File: src/rtl/mdot_pkg.sv
package mdot_pkg;

  localparam int LANE_W = 32;
  localparam int BYTE_W = 8;
  localparam int SUBS   = LANE_W / BYTE_W;
  localparam int PROD_W = 17;
  localparam int SUM_W  = 19;

  localparam int SUM_MIN = -130560;
  localparam int SUM_MAX = 129540;

  typedef logic [LANE_W-1:0]        lane_t;
  typedef logic signed [PROD_W-1:0] prod_t;
  typedef logic signed [SUM_W-1:0]  dsum_t;

  // unsigned byte times signed byte, exact in 17 bits
  function automatic prod_t mixed_mul(input logic [7:0] u, input logic [7:0] s);
    logic signed [8:0]  ue;
    logic signed [8:0]  se;
    logic signed [17:0] full;
    ue   = {1'b0, u};
    se   = {s[7], s};
    full = ue * se;
    return full[PROD_W-1:0];
  endfunction

  // four-way reduction of one lane
  function automatic dsum_t lane_dot(input lane_t ua, input lane_t sb);
    dsum_t acc;
    prod_t p;
    acc = '0;
    for (int i = 0; i < SUBS; i++) begin
      p   = mixed_mul(ua[BYTE_W*i +: BYTE_W], sb[BYTE_W*i +: BYTE_W]);
      acc = acc + {{(SUM_W-PROD_W){p[PROD_W-1]}}, p};
    end
    return acc;
  endfunction

  // wrapping 32-bit accumulate of a widened lane sum
  function automatic lane_t lane_acc(input lane_t acc, input dsum_t d);
    return acc + {{(LANE_W-SUM_W){d[SUM_W-1]}}, d};
  endfunction

endpackage

File: src/rtl/mdot_lane.sv
module mdot_lane
  import mdot_pkg::*;
(
  input  logic  clk,
  input  logic  rst_n,
  input  lane_t ua,
  input  lane_t sb,
  input  lane_t acc_in,
  output lane_t acc_out
);

  dsum_t dot_sum;

  always_comb begin
    dot_sum = lane_dot(ua, sb);
    acc_out = lane_acc(acc_in, dot_sum);
  end

  AST_DOT_RANGE: assert property (@(posedge clk) disable iff (!rst_n)
    (int'(dot_sum) >= SUM_MIN) && (int'(dot_sum) <= SUM_MAX));

  AST_ZERO_PASS: assert property (@(posedge clk) disable iff (!rst_n)
    (ua == '0) |-> (acc_out == acc_in));

endmodule

File: src/rtl/mdot_stage.sv
module mdot_stage #(
  parameter int W    = 128,
  parameter bit PIPE = 1'b1
) (
  input  logic         clk,
  input  logic         rst_n,
  input  logic         in_valid,
  output logic         in_ready,
  input  logic [W-1:0] in_data,
  output logic         out_valid,
  input  logic         out_ready,
  output logic [W-1:0] out_data
);

  generate
    if (PIPE) begin : g_reg
      logic         full_q;
      logic [W-1:0] data_q;
      logic         take;
      logic         drain;

      assign in_ready  = !full_q || out_ready;
      assign take      = in_valid && in_ready;
      assign drain     = full_q && out_ready;
      assign out_valid = full_q;
      assign out_data  = data_q;

      always_ff @(posedge clk) begin
        if (!rst_n) begin
          full_q <= 1'b0;
          data_q <= '0;
        end else begin
          if (take) begin
            full_q <= 1'b1;
            data_q <= in_data;
          end else if (drain) begin
            full_q <= 1'b0;
          end
        end
      end

      AST_ACCEPT_NEXT: assert property (@(posedge clk) disable iff (!rst_n)
        take |=> out_valid);

      AST_HOLD_RESULT: assert property (@(posedge clk) disable iff (!rst_n)
        (out_valid && !out_ready) |=> (out_valid && $stable(out_data)));

      AST_READY_EMPTY: assert property (@(posedge clk) disable iff (!rst_n)
        !out_valid |-> in_ready);
    end else begin : g_comb
      assign in_ready  = out_ready;
      assign out_valid = in_valid;
      assign out_data  = in_data;
    end
  endgenerate

endmodule

File: src/rtl/mdot_accum.sv
module mdot_accum
  import mdot_pkg::*;
#(
  parameter int VLEN = 128,
  parameter bit PIPE = 1'b1
) (
  input  logic            clk,
  input  logic            rst_n,
  input  logic            in_valid,
  output logic            in_ready,
  input  logic [VLEN-1:0] in_ua,
  input  logic [VLEN-1:0] in_sb,
  input  logic [VLEN-1:0] in_acc,
  output logic            out_valid,
  input  logic            out_ready,
  output logic [VLEN-1:0] out_acc
);

  localparam int LANES = VLEN / LANE_W;

  initial begin
    AST_VLEN_MULT: assert ((VLEN % LANE_W) == 0 && VLEN > 0);
  end

  logic [VLEN-1:0] lane_res;

  generate
    for (genvar e = 0; e < LANES; e++) begin : g_lane
      mdot_lane u_lane (
        .clk     (clk),
        .rst_n   (rst_n),
        .ua      (in_ua [LANE_W*e +: LANE_W]),
        .sb      (in_sb [LANE_W*e +: LANE_W]),
        .acc_in  (in_acc[LANE_W*e +: LANE_W]),
        .acc_out (lane_res[LANE_W*e +: LANE_W])
      );
    end
  endgenerate

  mdot_stage #(.W(VLEN), .PIPE(PIPE)) u_stage (
    .clk       (clk),
    .rst_n     (rst_n),
    .in_valid  (in_valid),
    .in_ready  (in_ready),
    .in_data   (lane_res),
    .out_valid (out_valid),
    .out_ready (out_ready),
    .out_data  (out_acc)
  );

endmodule

File: config.mk
export PLATFORM = sky130hd
export DESIGN_NAME = mdot_accum
export DESIGN_NICKNAME = d
export VERILOG_FILES = /design/src/rtl/mdot_pkg.sv /design/src/rtl/mdot_lane.sv /design/src/rtl/mdot_stage.sv /design/src/rtl/mdot_accum.sv
export SDC_FILE = /design/constraint.sdc
export NUM_CORES = 2
export LEC_CHECK = 0
export ABC_CLOCK_PERIOD_IN_PS = 11300
export BUFFER_PORTS_ARGS = -buffer_cell sky130_fd_sc_hd__buf_2
export CAP_MARGIN = 20
export CORE_ASPECT_RATIO = 0.75
export CORE_MARGIN = 10
export CORE_UTILIZATION = 40
export DETAILED_ROUTE_END_ITERATION = 8
export HOLD_SLACK_MARGIN = 0.05
export SLEW_MARGIN = 20
export SYNTH_ARGS = -nofsm -noshare
export SYNTH_HDL_FRONTEND = slang
export SYNTH_SLANG_ARGS = --single-unit
File: constraint.sdc
create_clock -name clk -period 11.3 [get_ports clk]
set_clock_uncertainty 0.15 [all_clocks]
set_input_delay 0.565 -clock clk [delete_from_list [all_inputs] [get_ports clk]]
set_output_delay 0.565 -clock clk [all_outputs]
set_load 0.02 [all_outputs]
* Word level (Yosys, flattened, before mapping) *
Index checks and enable logic that the tools add are counted.

word-level totals
  register bits after elaboration = 129
  output and inout port bits = 130
  word-level logic and storage cells = 41

operators by class
  $add $sub $neg = 16
  $mul = 16
  mux-type cells = 2
  reductions and logical operators = 5

operators by type and width
  kind                        count
  multiplier 9 x 8 -> 17 bit  16
  adder 19 bit                8
  adder 32 bit                4
  adder 17 x 17 -> 18 bit     4
  logical AND 1 bit           2
  two-way mux 1 bit           2
  nonzero test 2 bit          1
  zero test 1 bit             1
  logical OR 1 bit            1

* Logic depth before layout (Yosys ltp) *
  word-level depth = 5
  depth in mapped cells = 42

* Modules after synthesis *
Synthesis repeated with hierarchy kept, for this count alone.

second synthesis, totals
  cells, all modules = 5923
  area, all modules = 51516.9 um^2

by module, submodules not included
  module                        instances  cells an instance  area an instance (um^2)  sequential area each (um^2)
  mdot_lane (g_lane[0].u_lane)  1          1368               11711.2                  0.0
  mdot_lane (g_lane[2].u_lane)  1          1333               11543.6                  0.0
  mdot_lane (g_lane[1].u_lane)  1          1333               11533.6                  0.0
  mdot_lane (g_lane[3].u_lane)  1          1328               11489.8                  0.0
  mdot_stage                    1          561                5238.8                   2582.5

* Worst setup path before layout *
OpenSTA, ideal clock, no wires.

  path type = input to register
  start = input in_sb[33]
  end = register u_stage.g_reg.data_q[63], in the netlist u_stage.out_data[63]
  setup time = 0.127 ns
  arrival time = 9.419 ns
  slack = 1.604 ns
  stages = 36
  path buffers = 0
  path through = and2_1 -> fa_1 -> inv_1 -> fa_1 -> inv_1 -> fa_1 -> fa_1 -> fa_1 -> inv_1 -> fa_1 -> inv_1 -> ha_1 -> inv_1 -> a21oi_1 -> o21ai_1 -> a21boi_0 -> o2111ai_1 -> a31oi_1 -> xnor2_1 -> fa_1 -> inv_1 -> ha_1 -> o21a_1 -> nor2_1 -> or3_1 -> o21ai_1 -> o211ai_1 -> xnor2_1 -> ha_1 -> nand2_1 -> o21ai_0 -> o41ai_4 -> o21ai_1 -> a311oi_1 -> xor2_1 -> o21ai_1

on the way
  word-level cells in the longest chain between the ends = 5

ends and longest elaborated chain
  item                        line              source
  from (decl)                 mdot_accum.sv:12  input logic [VLEN-1:0] in_sb,
  multiplier 9 x 8 -> 17 bit  mdot_pkg.sv:23    full = ue * se;
  adder 17 x 17 -> 18 bit     mdot_pkg.sv:34    acc = acc + {{(SUM_W-PROD_W){p[PROD_W-1]}}, p};
  adder 19 bit (2 in a row)   mdot_pkg.sv:34
  adder 32 bit                mdot_pkg.sv:41    return acc + {{(LANE_W-SUM_W){d[SUM_W-1]}}, d};
  to (signal assigned)        mdot_stage.sv:35  data_q <= in_data;
  to (decl)                   mdot_stage.sv:18  logic [W-1:0] data_q;

No other way between the ends.
A chain may end at the register's enable or synchronous reset.

* Worst setup path in the final report *
  start = input in_sb[100]
  end = register u_stage.g_reg.data_q[125], in the netlist u_stage.out_data[125]

Same word-level chain as after synthesis.

==> impl_results.md <==
- Run status: completed
- Final setup violation count: 0
- Placed standard-cell area: 0.05535 mm²
- Cell area after technology mapping: 0.05078 mm²
- GRT Total Usage: between 20% and 30%
- Initial DRC count: about 2300
- Global-route wire length before repair: around 240000 µm
- Number of nets at the end of the flow: roughly 8500
- Antenna violations before repair: 47
- # Max-Cap Violations: 0
- Top Ports: between 500 and 600
- DRC errors left: 0
- Post-Synth Simple-Gate Area: about 18%
- Logic depth of the worst setup path including buffers: 38
- Crit share post-route: between 90% and 100%
- Number of library cell types mapped by synthesis: 94
- Post-CTS setup-driven buffer insertion count: 0
- Share of synthesized flip-flops with an asynchronous set or reset: 0%
- Longest Clk Path Bufs: 2
- Post-synthesis share of cell area spent on full adders, half adders and majority gates: 51.13%
- Number of gates resized after cts: 0
- Launch point of the worst path: in_sb[100]
- Reg2reg path depth: 5
- TritonCTS clock tree: done
- WL final: roughly 150000 µm
- Required arrival time at the worst endpoint: between 10 and 15 ns
- Hold Slack: between 0.15 and 0.2 ns
- Final Cell Area: 0.05596 mm²
- Total of flip-flops plus latches after synthesis: about 130
- FP Rows: roughly 110
- Count of nets left with antenna violations after detail routing: 0
- Hold Violations, Final: 0
- Root Driver: sky130_fd_sc_hd__clkbuf_16
- Top achievable clock speed: a little under 100 MHz
- CP delay by family, top: adder cells
- Maximum net fanout on the critical path: 10
- Most common flop cell mapped by yosys: sky130_fd_sc_hd__dfxtp_1
- Hold-fix buffer count after cts: 0
- Initial standard-cell utilization of the core: 40.18%
- Worst Setup Start Kind: primary input
- Dominant combinational cell family by area after synthesis: adder cells
- Vias in the first global route: around 43000
- Overall die area: between 0.1 and 0.15 mm²
- Post-synthesis mux area share: less than 1%
- Worst-Margin Slew: 0.9692 ns
- Register area share after synthesis: under 10%
- Final slew viol count: 0
- Worst path buffer plus inverter count: 6
- Clock buffer count from CTS: 17
- Total of fill cells in the finished design: between 10000 and 15000
- Post-route minimum period: between 10 and 15 ns
- Category of the worst setup path capture point: flip-flop
- GRT Max-Usage Layer: met2
- Signed area change from the synthesized netlist to the final layout: 10.19%
- Met3 demand-to-capacity share in global routing: under 10%
- Vertical die dimension: 328.6 µm
- Aggregate negative setup slack: 0 ns
- Worst slew margin: about a third
- Die width: 431.4 µm
- Via density: 5.069
- Sink count of the clock tree: around 130
- DR pass1 iterations: 5
- Worst path arrival time: ~11 ns
- Worst min-delay path category: in2reg
- Critical R2R Launch: u_stage.out_valid
- Synth Area in XOR/XNOR: between 5 and 6%
- Insertion delay to the later sink of the worst-skew pair: around 0.5 ns
- Synthesized netlist cell count: around 6000
- R2R Setup Slk: approximately 8.6 ns
- Terminus of the critical flop-to-flop path: u_stage.out_data[122]
- Final core utilization: 44.27%
- Largest net degree at the start of global routing: 69
- DP Wirelength: about 130000 µm
- Count of buffers inserted at the top-level ports: roughly 520
- Number of flops mapped to enable cells by yosys: 0
- Per-instance average area after synthesis: 8.458 µm²
- Unrepaired setup endpoints after global routing: no
- Fraction of layout cells with a size suffix above 1: 9.223%
- Cell with the largest stage delay on the worst path: sky130_fd_sc_hd__fa_1
- Fraction of the mapped netlist area in compound gates: 11.10%
- Last weighted congestion value of the routability-driven placer: about 0.91
- GR met1 Demand/Resource: just under 30%
- Setup crit end: u_stage.out_data[125]
- Library cell appearing most often on the critical path: sky130_fd_sc_hd__fa_1
- Routed via count: between 40000 and 50000
- CP Class: in2reg
- GRT Residual Overflow: 0
- Post-Synthesis Net Count: around 8000
- Synth warnings: 0
- Level count of the clock H-tree: 4
- Clock-pin slew on the worst setup and hold paths: around 0.070 ns
- Met2 track utilization from global routing: 34.98%
- Detailed-route wire length per cell: ~18 µm
- Placeable Area: between 0.1 and 0.15 mm²
- Largest stage delay on the critical path: 0.65 ns
==> final cells by class <==
| class | instances | area (µm²) | share of cell area [%] |
|---|---|---|---|
| tap | 1667 | 2086 | 3.727 |
| antenna | 22 | 55.05 | 0.09838 |
| multi-input combinational | 4595 | 43370 | 77.50 |
| clock inverter | 12 | 108.9 | 0.1945 |
| inverter | 1228 | 4612 | 8.241 |
| clock buffer | 20 | 446.7 | 0.7982 |
| sequential | 129 | 2582 | 4.615 |
| timing repair buffer | 532 | 2700 | 4.825 |
==> stage by stage <==
stage	setup WS, ns	std cells
floorplan	1.604	6004
global placement	0.7675	8151
detailed placement	0.6910	8151
CTS	1.223	8183
global route	0.3740	8197
finish	1.036	8205
==> routing by layer <==
layer	share of wire, %	up-vias
li1	-	20140
met1	45	20270
met2	46	970
met3	5.2	198
met4	3.3	18
met5	0.069	-
==> layout by cell type, fill, tap and decap left out, types with 13 or more instances in the layout <==
cell type                   count
sky130_fd_sc_hd__nor2b_1       40
sky130_fd_sc_hd__xor2_1        92
sky130_fd_sc_hd__and2_1       549
sky130_fd_sc_hd__or3_1         27
sky130_fd_sc_hd__xnor2_1      200
sky130_fd_sc_hd__nand2_1      634
sky130_fd_sc_hd__a211oi_1      42
sky130_fd_sc_hd__a21o_1        93
sky130_fd_sc_hd__a21oi_1      281
sky130_fd_sc_hd__nor2_1       268
sky130_fd_sc_hd__o31ai_1       13
sky130_fd_sc_hd__o31a_1        18
sky130_fd_sc_hd__nor3_1        57
sky130_fd_sc_hd__a31oi_1       16
sky130_fd_sc_hd__and3_1        23
sky130_fd_sc_hd__nand4_1       16
sky130_fd_sc_hd__o211ai_1      20
sky130_fd_sc_hd__buf_2        517
sky130_fd_sc_hd__fa_1         772
sky130_fd_sc_hd__o21ai_0       82
sky130_fd_sc_hd__ha_1         840
sky130_fd_sc_hd__clkbuf_16     17
sky130_fd_sc_hd__nand3_1       58
sky130_fd_sc_hd__o41ai_1       18
sky130_fd_sc_hd__dfxtp_1      129
sky130_fd_sc_hd__diode_2       22
sky130_fd_sc_hd__buf_4         15
sky130_fd_sc_hd__inv_1       1227
sky130_fd_sc_hd__o21bai_1      49
sky130_fd_sc_hd__o21a_1        63
sky130_fd_sc_hd__o21ai_1       60
sky130_fd_sc_hd__nand2b_1     100
==> how the worst min path moves through the flow <==
stage | startpoint | to | cells after the start
floorplan | u_stage.out_data[58] | u_stage.out_data[58] | 2
global placement | u_stage.out_data[57] | u_stage.out_data[57] | 2
detailed placement | u_stage.out_data[95] | u_stage.out_data[95] | 2
CTS | in_valid | u_stage.out_valid | 3
global route | in_valid | u_stage.out_valid | 3
finish | in_valid | u_stage.out_valid | 3
==> worst reg2reg max path, cell delays in order (launching register included) <==
cell and delay [ns]:
sky130_fd_sc_hd__dfxtp_1 0.31, sky130_fd_sc_hd__nand2b_1 0.17, sky130_fd_sc_hd__and2_4 0.56, sky130_fd_sc_hd__buf_4 0.62, sky130_fd_sc_hd__nor2_4 0.42, sky130_fd_sc_hd__a211o_1 0.40
==> cells in the mapped netlist (6+ instances only) <==
library cell	instances	area [µm²]
sky130_fd_sc_hd__a211o_1	8	70.07
sky130_fd_sc_hd__a211oi_1	42	315.3
sky130_fd_sc_hd__a21boi_0	8	60.06
sky130_fd_sc_hd__a21o_1	93	698.2
sky130_fd_sc_hd__a21oi_1	281	1406
sky130_fd_sc_hd__a221oi_1	7	61.31
sky130_fd_sc_hd__a31oi_1	16	100.1
sky130_fd_sc_hd__a41oi_1	6	52.55
sky130_fd_sc_hd__and2_1	550	3441
sky130_fd_sc_hd__and3_1	23	143.9
sky130_fd_sc_hd__and4_1	9	78.83
sky130_fd_sc_hd__clkbuf_1	41	153.9
sky130_fd_sc_hd__dfxtp_1	129	2582
sky130_fd_sc_hd__fa_1	772	15450
sky130_fd_sc_hd__ha_1	840	10510
sky130_fd_sc_hd__inv_1	1228	4609
sky130_fd_sc_hd__mux2i_1	7	70.07
sky130_fd_sc_hd__nand2_1	636	2387
sky130_fd_sc_hd__nand2b_1	100	625.6
sky130_fd_sc_hd__nand3_1	58	290.3
sky130_fd_sc_hd__nand4_1	16	100.1
sky130_fd_sc_hd__nor2_1	269	1010
sky130_fd_sc_hd__nor2b_1	40	250.2
sky130_fd_sc_hd__nor3_1	57	285.3
sky130_fd_sc_hd__nor4_1	8	50.05
sky130_fd_sc_hd__o2111ai_1	7	61.31
sky130_fd_sc_hd__o211a_1	7	70.07
sky130_fd_sc_hd__o211ai_1	20	150.1
sky130_fd_sc_hd__o21a_1	63	473.0
sky130_fd_sc_hd__o21ai_0	82	410.4
sky130_fd_sc_hd__o21ai_1	60	300.3
sky130_fd_sc_hd__o21bai_1	49	367.9
sky130_fd_sc_hd__o22ai_1	6	37.54
sky130_fd_sc_hd__o31a_1	18	157.7
sky130_fd_sc_hd__o31ai_1	13	97.59
sky130_fd_sc_hd__o41ai_1	18	157.7
sky130_fd_sc_hd__or2_2	8	50.05
sky130_fd_sc_hd__or3_1	27	168.9
sky130_fd_sc_hd__xnor2_1	202	1769
sky130_fd_sc_hd__xor2_1	92	805.8
==> registers in the layout (all words and copies together), names as in the netlist <==
| register | flops |
|---|---|
| u_stage.out_valid | 1 |
| u_stage.out_data | 128 |
==> logic make-up (layout without fill, tap and decap cells) <==
group / after synthesis / after routing
muxes: 7 / 7
buffers and inverters: 1280 / 1792
and+or+nand+nor: 1822 / 1822
xor gates and xnor gates: 295 / 295
DFF: 129 / 129
AOI/OAI and AO/OA: 859 / 859
adders and majority gates: 1612 / 1612
other: 0 / 22
Power is not shown: default switching activity piles up to over one toggle a cycle in this logic, so the estimate is an artifact.
